File: src/rtl/bert_status_pkg.sv
package bert_status_pkg;
  localparam int NFLAG = 6;
  // held-flag indices; status byte bit = index + 1
  localparam int F_LOS  = 0;
  localparam int F_BOV  = 1;
  localparam int F_EOV  = 2;
  localparam int F_ERR  = 3;
  localparam int F_ZRUN = 4;
  localparam int F_ORUN = 5;

  function automatic logic flag_next(input logic q, input logic set, input logic clr);
    return set | (q & ~clr);
  endfunction

  function automatic int run_next(input int cnt, input int limit, input logic valid,
                                  input logic mode, input logic match);
    if (!mode) return 0;
    if (!valid) return cnt;
    if (!match) return 0;
    return (cnt >= limit) ? limit : cnt + 1;
  endfunction
endpackage

File: src/rtl/bert_run_detector.sv
module bert_run_detector #(
  parameter int  RUN_LEN = 40,
  parameter logic MATCH  = 1'b1
) (
  input  logic clk,
  input  logic rst_n,
  input  logic mode_i,
  input  logic valid_i,
  input  logic bit_i,
  output logic hit_o
);
  import bert_status_pkg::*;
  localparam int CW = $clog2(RUN_LEN + 1);

  logic [CW-1:0] cnt_q;
  logic [CW-1:0] cnt_d;
  logic          bit_match;

  assign bit_match = (bit_i == MATCH);
  assign cnt_d = CW'(run_next(int'(cnt_q), RUN_LEN, valid_i, mode_i, bit_match));
  assign hit_o = (cnt_q == CW'(RUN_LEN));

  always_ff @(posedge clk) begin
    if (!rst_n) cnt_q <= '0;
    else        cnt_q <= cnt_d;
  end

  assert_run_saturates_R8: assert property (@(posedge clk) disable iff (!rst_n)
    cnt_q <= CW'(RUN_LEN));
  assert_run_reset_on_opposite_R8: assert property (@(posedge clk) disable iff (!rst_n)
    (mode_i && valid_i && bit_i != MATCH) |=> (cnt_q == '0));
  assert_run_holds_without_valid_R8: assert property (@(posedge clk) disable iff (!rst_n)
    (mode_i && !valid_i) |=> $stable(cnt_q));
  assert_run_idle_out_of_mode_R10: assert property (@(posedge clk) disable iff (!rst_n)
    !mode_i |=> (cnt_q == '0 && !hit_o));
endmodule

File: src/rtl/bert_flag_cell.sv
module bert_flag_cell (
  input  logic clk,
  input  logic rst_n,
  input  logic set_i,
  input  logic clr_i,
  output logic q_o
);
  import bert_status_pkg::*;

  always_ff @(posedge clk) begin
    if (!rst_n) q_o <= 1'b0;
    else        q_o <= flag_next(q_o, set_i, clr_i);
  end

  assert_set_wins_R4: assert property (@(posedge clk) disable iff (!rst_n)
    set_i |=> q_o);
  assert_clear_on_read_R3: assert property (@(posedge clk) disable iff (!rst_n)
    (clr_i && !set_i) |=> !q_o); // also R6
  assert_hold_when_idle_R3: assert property (@(posedge clk) disable iff (!rst_n)
    (!clr_i && !set_i) |=> $stable(q_o));
endmodule

File: src/rtl/bert_status_reg.sv
module bert_status_reg #(
  parameter int ADDR_W      = 4,
  parameter int STATUS_ADDR = 4,
  parameter int RUN_LEN     = 40
) (
  input  logic              clk,
  input  logic              rst_n,
  input  logic              sync_i,
  input  logic              bit_cnt_ovf_i,
  input  logic              err_cnt_ovf_i,
  input  logic              err_nonzero_i,
  input  logic              prbs_mode_i,
  input  logic              rx_valid_i,
  input  logic              rx_bit_i,
  input  logic              rd_en_i,
  input  logic [ADDR_W-1:0] addr_i,
  output logic [7:0]        rd_data_o
);
  import bert_status_pkg::*;

  logic             rd_hit;
  logic             ones_hit;
  logic             zeros_hit;
  logic [NFLAG-1:0] flag_set;
  logic [NFLAG-1:0] flag_q;
  logic [7:0]       status;

  assign rd_hit = rd_en_i && (addr_i == ADDR_W'(STATUS_ADDR));

  bert_run_detector #(.RUN_LEN(RUN_LEN), .MATCH(1'b1)) u_ones (
    .clk(clk), .rst_n(rst_n), .mode_i(prbs_mode_i), .valid_i(rx_valid_i),
    .bit_i(rx_bit_i), .hit_o(ones_hit));

  bert_run_detector #(.RUN_LEN(RUN_LEN), .MATCH(1'b0)) u_zeros (
    .clk(clk), .rst_n(rst_n), .mode_i(prbs_mode_i), .valid_i(rx_valid_i),
    .bit_i(rx_bit_i), .hit_o(zeros_hit));

  always_comb begin
    flag_set         = '0;
    flag_set[F_LOS]  = ~sync_i;
    flag_set[F_BOV]  = bit_cnt_ovf_i;
    flag_set[F_EOV]  = err_cnt_ovf_i;
    flag_set[F_ERR]  = err_nonzero_i;
    flag_set[F_ZRUN] = zeros_hit;
    flag_set[F_ORUN] = ones_hit;
  end

  for (genvar k = 0; k < NFLAG; k++) begin : g_flag
    bert_flag_cell u_cell (
      .clk(clk), .rst_n(rst_n), .set_i(flag_set[k]), .clr_i(rd_hit), .q_o(flag_q[k]));
  end

  assign status    = {1'b0, flag_q, sync_i};
  assign rd_data_o = rd_hit ? status : 8'h00;

  assert_quiet_bus_R1: assert property (@(posedge clk) disable iff (!rst_n)
    !rd_hit |-> (rd_data_o == 8'h00));
  assert_top_bit_zero_R1: assert property (@(posedge clk) disable iff (!rst_n)
    rd_data_o[7] == 1'b0);
  assert_lost_sync_latches_R7: assert property (@(posedge clk) disable iff (!rst_n)
    !sync_i |=> flag_q[F_LOS]);
  assert_ones_run_latches_R8: assert property (@(posedge clk) disable iff (!rst_n)
    ones_hit |=> flag_q[F_ORUN]);
  assert_runs_exclusive_R9: assert property (@(posedge clk) disable iff (!rst_n)
    $onehot0({ones_hit, zeros_hit}));
endmodule

File: config.mk
export PLATFORM = sky130hd
export DESIGN_NAME = bert_status_reg
export DESIGN_NICKNAME = d
export VERILOG_FILES = /design/src/rtl/bert_status_pkg.sv /design/src/rtl/bert_run_detector.sv /design/src/rtl/bert_flag_cell.sv /design/src/rtl/bert_status_reg.sv
export SDC_FILE = /design/constraint.sdc
export NUM_CORES = 1
export LEC_CHECK = 0
export BUFFER_PORTS_ARGS = -buffer_cell sky130_fd_sc_hd__buf_2
export CAP_MARGIN = 0
export CORE_MARGIN = 4
export CORE_UTILIZATION = 57
export DETAILED_ROUTE_END_ITERATION = 7
export GPL_TIMING_DRIVEN = 0
export PLACE_DENSITY = 0.91
export SLEW_MARGIN = 20
export SYNTH_ARGS = -nofsm -noshare
export SYNTH_HDL_FRONTEND = slang
export SYNTH_HIERARCHICAL = 1
export SYNTH_SLANG_ARGS = --single-unit
File: constraint.sdc
create_clock -name clk -period 2.35 [get_ports clk]
set_input_delay 0.1175 -clock clk [delete_from_list [all_inputs] [get_ports clk]]
set_output_delay 0.1175 -clock clk [all_outputs]
set_load 0.005 [all_outputs]
==> flow_metrics.py <==
metrics = {
    "yosys": {
        "netlist.top_cell.by_area": "dfxtp_1",
        "synth_seq_cells": 18,
        "syn_area_sq_um": 1070,
        "synthCells": 119,
        "synth_nets": 137,
        "synth_top_area_share_pct": 33.68,
        "seq_area_frac_synth_pct": 33.68,
        "synth-edff-count": 0,
        "yosysMostFrequentCell": "dfxtp_1",
        "ys_async_sr_fraction_pct": 0,
        "ys_types": 39,
        "synth.area.top_cells": "dfxtp_1, nor2b_4, nor3_2",
        "synthFlopType": "dfxtp_1",
        "synth_area_per_cell_sq_um": 8.990,
        "synth_commonest_cells": "dfxtp_1, nand2_1, inv_1, nor3_2, o21a_1",
        "yosys_warnings": 6,
    },
    "timing": {
        "setup_tns_ps": 0,
        "finalCritPeriodShare_pct": 58.67,
        "rsz0062_at_grt": "false",
        "setup_viol": 0,
        "max_slew_margin_pct": 35.22,
        "slew_violations": 0,
        "final_hold_viol_count": 0,
        "max_freq_mhz": 725.3,
        "fin_crit_ps": 1379,
        "clock_skew_ps": 0.7059,
        "worst_slew_pin_slew_ps": 966.4,
    },
    "critical_path": {
        "path_buf_inv": 2,
        "cp.arrival_ps": 1560,
        "crit_type": "in2reg",
        "start_kind": "input port",
        "cp.depth": 6,
        "crit_path_max_fanout": 8,
        "endpoint_kind": "flop",
        "slowest_delay_ps": 730,
        "cp_slowest_cell": "nor3_2",
        "crit_required_ps": 2530,
        "reg2reg_depth": 3,
        "crit_family": "simple AND/OR/NAND/NOR gates",
        "path_cells": "buf_2 > or2_1 > buf_6 > nor3_2 > nor2b_4 > o21a_1",
    },
    "clocking": {
        "htree_levels": 1,
        "post_cts_buffers": 0,
        "cts_root_buffer": "clkbuf_4",
        "cts.sinks": 18,
        "cts_hold_buf": 0,
        "cts_buffers": 3,
        "cts_resized": 0,
        "clkLatencyLatePin_ps": 280,
        "clk_pin_slew_worst_paths_ps": 90,
        "cts_tree": "yes",
        "clockBufferDepth": 2,
    },
    "global_route": {
        "grt_max_degree": 11,
        "grt_pass1_vias": 860,
        "grt-ovfl-total": 0,
        "grt_usage_pct": 17.78,
        "antenna_found_initial": 0,
        "grt_pass1_wl_microns": 3629,
    },
    "route": {
        "wl_per_cell_microns": 13.29,
        "drt_drc_violations_left": 0,
        "ant_nets": 0,
        "vias": 978,
        "drtPass1Iterations": 4,
        "dr.first_iter.drc_count": 23,
        "routed_wl_microns": 2220,
        "viasPerCell": 5.856,
    },
    "min_path": {
        "hold_path.class": "in2reg",
        "min_path_cells": 2,
    },
    "layout": {
        "n_antenna_cell": 0,
        "n_fill_cell": 162,
        "layout.nets": 162,
        "regArea_sq_um": 360.3,
        "drive_above_1_share_pct": 31.69,
        "final_area_sq_um": 1224,
        "syn2layout_area_growth_pct": 14.39,
        "multiInputGateArea_sq_um": 643.1,
    },
    "power_and_ir_drop": {
        "leakage_nw": 0.4735,
        "powerDensity_nw_per_um2": 429.8,
        "ir_worst_vdd_mv": 0.3897,
    },
    "die": {
        "initial_core_util_pct": 61.29,
        "pin_count": 22,
        "num_rows": 15,
        "coreArea_sq_um": 1745,
        "dieArea_sq_um": 2634,
        "die_height_microns": 51.32,
        "die_x_microns": 51.32,
    },
    "placement": {
        "place.gp.congestion": 0.8359,
        "dpl.hpwl_microns": 1687,
        "io_buffers": 20,
        "placed_cell_area_sq_um": 1201,
    },
    "run_status": {
        "status": "complete, no violations",
    },
    "job": {
        "maxCapViolCount": 0,
    },
}
placed cells by master (no fill, tap or decap), types with 4 or more instances in the layout:
| cell type | instances |
|---|---|
| ha_1 | 4 |
| nand2b_1 | 4 |
| nand2_1 | 13 |
| nor3_2 | 7 |
| o21a_1 | 7 |
| nor2b_4 | 6 |
| dfxtp_1 | 18 |
| buf_2 | 22 |
| inv_1 | 7 |
| nand3_1 | 4 |
| a21oi_1 | 6 |
sequential cells by signal (all words and copies together) (netlist names):
register and count:
u_ones/cnt_q 6, u_zeros/cnt_q 6, g_flag.u_cell/q_o 6
cell families after synthesis:
family,Yosys count,synth area share (%)
compound gates,27,17.43
buf+inv,13,6.198
other cells,1,0.3505
simple gates,56,37.66
fa+ha+maj,4,4.679
flops,18,33.68
per-layer routing:
layer	vias to the layer above	global-route usage, %	routed length [microns]	part of all wire [%]
met1	450	21.00	907	41
li1	470	-	-	-
met2	52	30.69	1088	49
met5	-	0	0	0
met3	6	3.499	183	8.2
met4	0	8.297	42	1.9
final timing paths:
| path | slack, ps | endpoint | from |
|---|---|---|---|
| worst max-delay path | 970 | g_flag[0].u_cell/q_o | addr_i[1] |
| worst min-delay path | 40 | g_flag[2].u_cell/q_o | err_cnt_ovf_i |
| worst max register to register | 990 | u_zeros/cnt_q[4] | u_zeros/cnt_q[4] |
| worst min register to register | 520 | u_ones/cnt_q[1] | u_ones/cnt_q[1] |
stage by stage:
| step | instances | util [%] | hold slack, ps | power, mW | setup WS (ps) |
|---|---|---|---|---|---|
| after floorplan | 119 | - | 235.0 | 0.3643 | 864.6 |
| after global placement | 164 | 68.82 | 327.7 | 0.3848 | 680.0 |
| after detailed placement | 164 | 68.82 | 334.0 | 0.3891 | 646.3 |
| after CTS | 167 | 70.11 | 34.91 | 0.5332 | 947.4 |
| after global routing | 167 | 70.11 | 26.07 | 0.5602 | 901.2 |
| final | 167 | 70.11 | 44.58 | 0.5259 | 971.3 |
power by group:
group,internal (mW),switching [mW]
clock network,0.0594,0.0841
registers,0.311,0.00365
logic,0.0319,0.0358
cell type report:
cell class              count  area share (%)
repair buffers             20           8.180
inverters                   8           2.454
clock buffers               3           1.840
well taps                  25           2.556
plain buffers               5           2.965
multi-input cells          88           52.56
flip-flops and latches     18           29.45
Power figures use the tool's default switching activity.
